<file path="config.mk">
export PLATFORM = sky130hd
export DESIGN_NAME = tcfg_ctrl
export DESIGN_NICKNAME = d
export VERILOG_FILES = /design/src/rtl/tcfg_pkg.sv /design/src/rtl/tcfg_stage.sv /design/src/rtl/tcfg_check.sv /design/src/rtl/tcfg_state.sv /design/src/rtl/tcfg_readback.sv /design/src/rtl/tcfg_ctrl.sv
export SDC_FILE = /design/constraint.sdc
export NUM_CORES = 2
export LEC_CHECK = 0
export BUFFER_PORTS_ARGS = -buffer_cell sky130_fd_sc_hd__buf_4
export CORE_UTILIZATION = 51
export CTS_CLUSTER_SIZE = 28
export DETAILED_ROUTE_END_ITERATION = 16
export PLACE_DENSITY = 0.65
export SLEW_MARGIN = 5
export SYNTH_ARGS = -nofsm -noshare
export SYNTH_HDL_FRONTEND = slang
export SYNTH_SLANG_ARGS = --single-unit
</file>
<file path="constraint.sdc">
create_clock -name clk -period 2.9 [get_ports clk]
set_input_delay 0.29 -clock clk [delete_from_list [all_inputs] [get_ports clk]]
set_output_delay 0.29 -clock clk [all_outputs]
set_load 0.01 [all_outputs]
</file>
<file path="src/rtl/tcfg_pkg.sv">
package tcfg_pkg;
  localparam int IMG_BYTES  = 64;
  localparam int WORD_BYTES = 4;
  localparam int IMG_WORDS  = IMG_BYTES / WORD_BYTES;
  localparam int PAL_OFS    = 0;
  localparam int BPR_OFS    = 16;
  localparam int ROWS_OFS   = 48;
  localparam logic [7:0] PAL_ACTIVE = 8'd1;

  typedef logic [IMG_BYTES-1:0][7:0] image_t;

  // Whether byte b carries a field for a bank of n tiles.
  function automatic bit is_field_byte(input int b, input int n);
    if (b == PAL_OFS) return 1'b1;
    if (b >= BPR_OFS && b < BPR_OFS + 2 * n) return 1'b1;
    if (b >= ROWS_OFS && b < ROWS_OFS + n) return 1'b1;
    return 1'b0;
  endfunction

  function automatic logic [15:0] bpr_field(input image_t img, input int t);
    return {img[BPR_OFS + 2 * t + 1], img[BPR_OFS + 2 * t]};
  endfunction

  function automatic logic [7:0] rows_field(input image_t img, input int t);
    return img[ROWS_OFS + t];
  endfunction
endpackage

</file>
<file path="src/rtl/tcfg_stage.sv">
module tcfg_stage
  import tcfg_pkg::*;
#(
  parameter int ADDR_W = $clog2(IMG_BYTES)
) (
  input  logic              clk,
  input  logic              rst_n,
  input  logic              wr_en,
  input  logic              wr_wide,
  input  logic [ADDR_W-1:0] wr_addr,
  input  logic [31:0]       wr_data,
  output image_t            img
);
  localparam int LANE_W = $clog2(WORD_BYTES);

  for (genvar b = 0; b < IMG_BYTES; b++) begin : g_byte
    logic [7:0] q;
    logic hit_byte, hit_word;
    assign hit_byte = wr_en && !wr_wide && (wr_addr == ADDR_W'(b));
    assign hit_word = wr_en && wr_wide &&
                      (wr_addr[ADDR_W-1:LANE_W] == (ADDR_W-LANE_W)'(b / WORD_BYTES));
    always_ff @(posedge clk) begin
      if (!rst_n)        q <= '0;
      else if (hit_byte) q <= wr_data[7:0];
      else if (hit_word) q <= wr_data[8*(b % WORD_BYTES) +: 8];
    end
    assign img[b] = q;
  end
endmodule

</file>
<file path="src/rtl/tcfg_check.sv">
module tcfg_check
  import tcfg_pkg::*;
#(
  parameter int NUM_TILES = 8,
  parameter int MAX_ROWS  = 16,
  parameter int MAX_BPR   = 64
) (
  input  image_t img,
  output logic   is_init,
  output logic   is_ok,
  output logic   err_palette,
  output logic   err_reserved,
  output logic   err_range
);
  logic [IMG_BYTES-1:0] res_bad;
  logic [NUM_TILES-1:0] rng_bad;

  for (genvar b = 0; b < IMG_BYTES; b++) begin : g_res
    if (is_field_byte(b, NUM_TILES)) begin : g_fld
      assign res_bad[b] = 1'b0;
    end else begin : g_rsv
      assign res_bad[b] = |img[b];
    end
  end

  for (genvar t = 0; t < NUM_TILES; t++) begin : g_rng
    assign rng_bad[t] = (int'(rows_field(img, t)) > MAX_ROWS) ||
                        (int'(bpr_field(img, t)) > MAX_BPR);
  end

  always_comb begin
    is_init      = (img[PAL_OFS] == 8'd0);
    err_palette  = !is_init && (img[PAL_OFS] != PAL_ACTIVE);
    err_reserved = !is_init && (|res_bad);
    err_range    = !is_init && (|rng_bad);
    is_ok        = !is_init && !err_palette && !err_reserved && !err_range;
  end
endmodule

</file>
<file path="src/rtl/tcfg_state.sv">
module tcfg_state
  import tcfg_pkg::*;
#(
  parameter int NUM_TILES = 8,
  parameter int MAX_ROWS  = 16,
  parameter int MAX_BPR   = 64,
  parameter int ROW_W     = $clog2(MAX_ROWS + 1),
  parameter int BPR_W     = $clog2(MAX_BPR + 1)
) (
  input  logic                               clk,
  input  logic                               rst_n,
  input  logic                               commit,
  input  logic                               release_req,
  input  image_t                             img,
  input  logic                               chk_init,
  input  logic                               chk_ok,
  output logic                               configured,
  output logic [NUM_TILES-1:0][ROW_W-1:0]    rows_q,
  output logic [NUM_TILES-1:0][BPR_W-1:0]    bpr_q,
  output logic                               zero_all,
  output logic                               fault,
  output logic                               load_ok
);
  logic ev_release, ev_init, ev_accept, ev_fault;
  logic [NUM_TILES-1:0][ROW_W-1:0] rows_new;
  logic [NUM_TILES-1:0][BPR_W-1:0] bpr_new;
  logic [NUM_TILES-1:0] in_range;

  assign ev_release = release_req;
  assign ev_init    = !release_req && commit && chk_init;
  assign ev_accept  = !release_req && commit && chk_ok;
  assign ev_fault   = !release_req && commit && !chk_init && !chk_ok;

  for (genvar t = 0; t < NUM_TILES; t++) begin : g_shape
    assign rows_new[t] = rows_field(img, t)[ROW_W-1:0];
    assign bpr_new[t]  = bpr_field(img, t)[BPR_W-1:0];
    assign in_range[t] = (int'(rows_q[t]) <= MAX_ROWS) && (int'(bpr_q[t]) <= MAX_BPR);
  end

  always_ff @(posedge clk) begin
    if (!rst_n) begin
      configured <= 1'b0;
      rows_q     <= '0;
      bpr_q      <= '0;
      zero_all   <= 1'b0;
      fault      <= 1'b0;
      load_ok    <= 1'b0;
    end else begin
      zero_all <= ev_release || ev_init;
      fault    <= ev_fault;
      load_ok  <= ev_accept;
      if (ev_release || ev_init) begin
        configured <= 1'b0;
        rows_q     <= '0;
        bpr_q      <= '0;
      end else if (ev_accept) begin
        configured <= 1'b1;
        rows_q     <= rows_new;
        bpr_q      <= bpr_new;
      end
    end
  end

  AST_FAULT_HOLDS_STATE: assert property (@(posedge clk) disable iff (!rst_n)
    fault |-> $stable(configured) && $stable(rows_q) && $stable(bpr_q));
  AST_PULSES_EXCLUSIVE: assert property (@(posedge clk) disable iff (!rst_n)
    $onehot0({fault, load_ok, zero_all}));
  AST_INIT_CLEARS: assert property (@(posedge clk) disable iff (!rst_n)
    zero_all |-> !configured && rows_q == '0 && bpr_q == '0);
  AST_LOAD_SETS: assert property (@(posedge clk) disable iff (!rst_n)
    load_ok |-> configured);
  AST_RELEASE_WINS: assert property (@(posedge clk) disable iff (!rst_n)
    release_req |=> !configured && zero_all && !load_ok);
  AST_SHAPE_LIMIT: assert property (@(posedge clk) disable iff (!rst_n)
    configured |-> &in_range);
endmodule

</file>
<file path="src/rtl/tcfg_readback.sv">
module tcfg_readback
  import tcfg_pkg::*;
#(
  parameter int NUM_TILES = 8,
  parameter int ROW_W     = 5,
  parameter int BPR_W     = 7,
  parameter int WSEL_W    = $clog2(IMG_WORDS)
) (
  input  logic                            clk,
  input  logic                            rst_n,
  input  logic                            configured,
  input  logic [NUM_TILES-1:0][ROW_W-1:0] rows_q,
  input  logic [NUM_TILES-1:0][BPR_W-1:0] bpr_q,
  input  logic                            rd_req,
  input  logic [WSEL_W-1:0]               rd_word,
  output logic                            rd_valid,
  output logic [31:0]                     rd_data
);
  image_t view;
  logic [IMG_BYTES*8-1:0] view_flat;

  for (genvar b = 0; b < IMG_BYTES; b++) begin : g_view
    if (b == PAL_OFS) begin : g_pal
      assign view[b] = configured ? PAL_ACTIVE : 8'd0;
    end else if (b >= BPR_OFS && b < BPR_OFS + 2 * NUM_TILES) begin : g_bpr
      logic [15:0] wide;
      assign wide    = 16'(bpr_q[(b - BPR_OFS) / 2]);
      assign view[b] = wide[8*((b - BPR_OFS) % 2) +: 8];
    end else if (b >= ROWS_OFS && b < ROWS_OFS + NUM_TILES) begin : g_rows
      assign view[b] = 8'(rows_q[b - ROWS_OFS]);
    end else begin : g_zero
      assign view[b] = 8'd0;
    end
  end

  assign view_flat = view;

  always_ff @(posedge clk) begin
    if (!rst_n) begin
      rd_valid <= 1'b0;
      rd_data  <= '0;
    end else begin
      rd_valid <= rd_req;
      rd_data  <= rd_req ? view_flat[32*rd_word +: 32] : 32'd0;
    end
  end

  AST_UNCONF_READS_ZERO: assert property (@(posedge clk) disable iff (!rst_n)
    rd_valid && !$past(configured) |-> rd_data == 32'd0);
endmodule

</file>
<file path="src/rtl/tcfg_ctrl.sv">
module tcfg_ctrl
  import tcfg_pkg::*;
#(
  parameter int NUM_TILES = 8,
  parameter int MAX_ROWS  = 16,
  parameter int MAX_BPR   = 64,
  parameter int ROW_W     = $clog2(MAX_ROWS + 1),
  parameter int BPR_W     = $clog2(MAX_BPR + 1),
  parameter int ADDR_W    = $clog2(IMG_BYTES),
  parameter int WSEL_W    = $clog2(IMG_WORDS)
) (
  input  logic                       clk,
  input  logic                       rst_n,
  input  logic                       wr_en,
  input  logic                       wr_wide,
  input  logic [ADDR_W-1:0]          wr_addr,
  input  logic [31:0]                wr_data,
  input  logic                       commit,
  input  logic                       release_req,
  input  logic                       rd_req,
  input  logic [WSEL_W-1:0]          rd_word,
  output logic                       rd_valid,
  output logic [31:0]                rd_data,
  output logic                       configured,
  output logic [NUM_TILES*ROW_W-1:0] tile_rows,
  output logic [NUM_TILES*BPR_W-1:0] tile_bpr,
  output logic [NUM_TILES-1:0]       tile_used,
  output logic                       zero_all,
  output logic                       fault,
  output logic                       load_ok
);
  image_t stage_img;
  logic chk_init, chk_ok, err_palette, err_reserved, err_range;
  logic [NUM_TILES-1:0][ROW_W-1:0] rows_q;
  logic [NUM_TILES-1:0][BPR_W-1:0] bpr_q;

  tcfg_stage #(.ADDR_W(ADDR_W)) u_stage (
    .clk(clk), .rst_n(rst_n), .wr_en(wr_en), .wr_wide(wr_wide),
    .wr_addr(wr_addr), .wr_data(wr_data), .img(stage_img)
  );

  tcfg_check #(.NUM_TILES(NUM_TILES), .MAX_ROWS(MAX_ROWS), .MAX_BPR(MAX_BPR)) u_check (
    .img(stage_img), .is_init(chk_init), .is_ok(chk_ok),
    .err_palette(err_palette), .err_reserved(err_reserved), .err_range(err_range)
  );

  tcfg_state #(.NUM_TILES(NUM_TILES), .MAX_ROWS(MAX_ROWS), .MAX_BPR(MAX_BPR),
               .ROW_W(ROW_W), .BPR_W(BPR_W)) u_state (
    .clk(clk), .rst_n(rst_n), .commit(commit), .release_req(release_req),
    .img(stage_img), .chk_init(chk_init), .chk_ok(chk_ok),
    .configured(configured), .rows_q(rows_q), .bpr_q(bpr_q),
    .zero_all(zero_all), .fault(fault), .load_ok(load_ok)
  );

  tcfg_readback #(.NUM_TILES(NUM_TILES), .ROW_W(ROW_W), .BPR_W(BPR_W),
                  .WSEL_W(WSEL_W)) u_rdbk (
    .clk(clk), .rst_n(rst_n), .configured(configured), .rows_q(rows_q),
    .bpr_q(bpr_q), .rd_req(rd_req), .rd_word(rd_word),
    .rd_valid(rd_valid), .rd_data(rd_data)
  );

  assign tile_rows = rows_q;
  assign tile_bpr  = bpr_q;

  for (genvar t = 0; t < NUM_TILES; t++) begin : g_used
    assign tile_used[t] = configured && (|rows_q[t]) && (|bpr_q[t]);
  end

  AST_USED_NEEDS_CFG: assert property (@(posedge clk) disable iff (!rst_n)
    (|tile_used) |-> configured);
  AST_FAULT_CAUSE: assert property (@(posedge clk) disable iff (!rst_n)
    commit && !release_req && (err_palette || err_reserved || err_range) |=> fault);
  AST_BAD_PALETTE: assert property (@(posedge clk) disable iff (!rst_n)
    commit && !release_req && err_palette |=> !load_ok && !zero_all);
endmodule

</file>
==> results.md <==
- Outcome: finished, final reports clean
- Hold slack: ~0.12 ns
- Clk pwr share: between 40% and 50%
- Layout Nets: roughly 3400
- R2r endpoint: u_state.rows_q[16]
- CP Class: flip-flop to output port
- R2R Path Start: u_stage.g_byte[36].q[0]
- Total power: 0.0192 W
- Flop-to-flop setup slack: between 0.1 and 0.15 ns
- Pleak: between 10 and 15 nW
- Filler cells: approximately 4600
- Worst-Skew Late Latency: around 0.62 ns
- Final non-filler cell total: ~4100
- Vias: between 20000 and 30000
- CP Launch Type: flip-flop
- Initial antenna violation count: 1
- Io pins: 190
- HPWL Detailed: ~68 mm
- Largest net degree at the start of global routing: 90
- Sequential area share after synthesis: around 47%
- Root Driver: clkbuf_16
- Mapped Cells: 3262
- Slew Viols, Final: 0
- GRT Total Usage: between 30% and 40%
- Placed insts: around 4000
- Drt first pass iters: 6
- Actual slew at the worst max-slew pin: 1.12 ns
- Ys async rst share: 0%
- Layout area overhead: 17.4%
- CTS Buf Count: 69
- Gp weighted congestion: roughly 1.0
- Post-synth EDFFs: 0
- Drt drc: 0
- Final setup fails: 0
- # port buffers: roughly 180
- Initial core utilization: 51.7%
- First-pass GRT wire length: approximately 150 mm
- Synth top area cells: dfxtp_1 (47%), mux2i_1 (9.3%), nand2_1 (8.5%), a22oi_1 (6.0%), nor2_1 (5.8%)
- Critical path cell sequence: or4_1 > o41ai_1 > a21oi_1 > buf_4
- Synth area leader: dfxtp_1
- Fmax: between 300 and 400 MHz
- Max Cap Viol: 0
- Final wirelength: around 100 mm
- Share of the synthesized area in the top cell type: between 40% and 50%
- CTS tree: done
- Standard-cell row count: 84
- WHS Endpoint: u_state.load_ok
- Fin crit period: 2.83 ns
- Total core area: 0.0526 mm²
- Hold Violations, Final: 0
- Worst Path Max Fanout: 4
- Hold Path Cell Cnt: 3
- Longest Clk Path Bufs: 3
- Average routed wire per standard cell: between 20 and 30 µm
- Fraction of layout cells with a size suffix above 1: 13.2%
- Final period utilization: approximately 100%
- Distinct cells, synth: 42
- CP endpoint kind: output port
- Sw Share: roughly a quarter
- Die area: about 0.054 mm²
- Min-delay src: commit
- Psw: around 0.0046 W
- Slew HR: around 25%
- CP required: about 2.6 ns
- Die height: about 230 µm
- Internal power: roughly 0.015 W
- Final ANT Viol Nets: 0
- Crit path arrival time: around 2.5 ns
- Setup skew after layout: approximately 0.025 ns
- CP peak stage delay: 0.72 ns
- Syn_area_per_cell: about 8.3 µm²
- Gate power share: under 10%
- Detail-routed via count per cell: ~6.4
- Worst Reg2Reg Path Length in Cells: 10
- Reg power frac: 46.2%
- Clk sink count: ~640
- PD cells: roughly 600 mW/mm²
- VDD IR max: between 0.4 and 0.5 mV
- Initial DRC count: between 3000 and 4000
- Seq cells post-synth: roughly 640
- H-tree depth: 3
- Vias in the first global route: approximately 25000
- Grt total ovfl: 0
- CP max-delay cell: o41ai_1
- Worst Hold Class: primary input to flip-flop
- Synth Flop Type: dfxtp_1
- Die W: around 230 µm
- Yosys synthesis warning count: 0
- Clock transition at path regs: roughly 0.060 ns
- Synthesized cell area: 0.0272 mm²
[area by class of cell]
type                       count  area (µm²)  share of cell area (%)
clock buffer                 104        2080                    6.53
sequential                   637       12800                    40.0
antenna                        1        2.50                 0.00785
clock inverter                21         256                   0.804
inverter                      11        48.8                   0.153
multi-input combinational   2339       13300                    41.8
tap                          688         861                    2.70
timing repair buffer         316        2580                    8.08
[flip-flops by register name, summed over array words and instances, names as in the netlist]
register / cells
u_stage.g_byte.q: 512
u_state.bpr_q: 56
u_state.rows_q: 40
u_rdbk.rd_data: 24
u_rdbk.rd_valid: 1
u_state.configured: 1
u_state.fault: 1
u_state.load_ok: 1
u_state.zero_all: 1
[placed cells by master, fill, tap and decap left out, types with 12 or more instances in the layout]
cell,instances
a21oi_1,226
a22oi_1,216
a311oi_1,59
buf_12,15
buf_4,293
clkbuf_1,16
clkbuf_16,72
clkbuf_8,16
dfxtp_1,637
mux2i_1,252
mux4_2,14
nand2_1,618
nand3_1,15
nand4_1,37
nor2_1,421
nor3_1,129
nor4_1,136
o21ai_1,12
o22ai_1,106
o41ai_1,15
[logic make-up after synthesis]
group / count (synthesis) / synth area share (%)
buf+inv: 293 / 4.36
other cells: 1 / 0.0138
flops: 637 / 46.9
compound gates: 659 / 16.0
mux: 266 / 10.4
simple gates: 1406 / 22.3
[power by group through the flow]
stage          clock (W)  combinational (W)  sequential, W
2_1_floorplan          0           0.000669        0.00906
3_3_place_gp           0            0.00118        0.00908
3_5_place_dp           0            0.00119        0.00908
4_1_cts          0.00917            0.00120        0.00889
5_1_grt          0.00957            0.00129        0.00889
6_report         0.00908            0.00126        0.00889
[cell usage after synthesis (7+ instances only)]
library cell  instances
nor2_1              422
nor2b_1               8
a211oi_1              8
o41ai_1              16
buf_4                14
mux4_2               14
nand4_1              37
inv_1                11
clkbuf_1            225
o22ai_1             106
dfxtp_1             637
a22oi_1             216
buf_1                38
a21oi_1             226
o21ai_1              12
nand3_1              15
nand2_1             618
or4_1                11
a311oi_1             59
nor3_1              129
nand2b_1              7
mux2i_1             252
nor4_1              140
[metrics by stage]
stage / TNS (ns) / setup slack (ns) / cell area, µm² / util (%)
floorplan: 0 / 0.401 / 27200 / -
global placement: 0 / 0.0649 / 29400 / 56.0
detailed placement: -0.00984 / -0.00984 / 29400 / 56.0
CTS: 0 / 0.00764 / 31800 / 60.6
global route: -0.0601 / -0.0240 / 31900 / 60.7
finish: 0 / 0.0676 / 31900 / 60.7
[per-layer routing]
metal	track usage [%]	vias up	share of wire, %
li1	-	11900	-
met1	48.8	12600	40
met2	59.2	1644	45
met3	6.92	377	9.9
met4	21.1	0	5.8
met5	0	-	0
[worst max-delay path by stage]
stage | start | endpoint | slack [ns] | cells past startpoint
finish | u_state.bpr_q[44] | tile_used[6] | 0.07 | 4
global route | u_stage.g_byte[26].q[0] | u_state.rows_q[16] | -0.02 | 8
CTS | u_stage.g_byte[26].q[0] | u_state.rows_q[16] | 0.008 | 8
detailed placement | u_stage.g_byte[26].q[0] | u_state.rows_q[16] | -0.01 | 8
global placement | u_stage.g_byte[26].q[0] | u_state.rows_q[28] | 0.06 | 8
floorplan | u_stage.g_byte[26].q[0] | u_state.bpr_q[29] | 0.40 | 9
[what timing repair did]
action	4_1_cts	5_1_grt
hold buffers	6	0
pin swaps	0	2
endpoints found under the hold margin	3	0
gates resized for setup	1	6
buffers inserted	0	0
cloned	0	1
setup endpoints to repair	3	93
[worst max-delay path: cells and delay by family (launching register included)]
family / cells / cell delay, ns
AND/OR/NAND/NOR: 1 / 0.55
buffers and inverters: 1 / 0.19
flip-flops: 1 / 0.38
AO/OA/AOI/OAI: 2 / 0.82
Note: power is estimated with default switching activity, not from simulation.
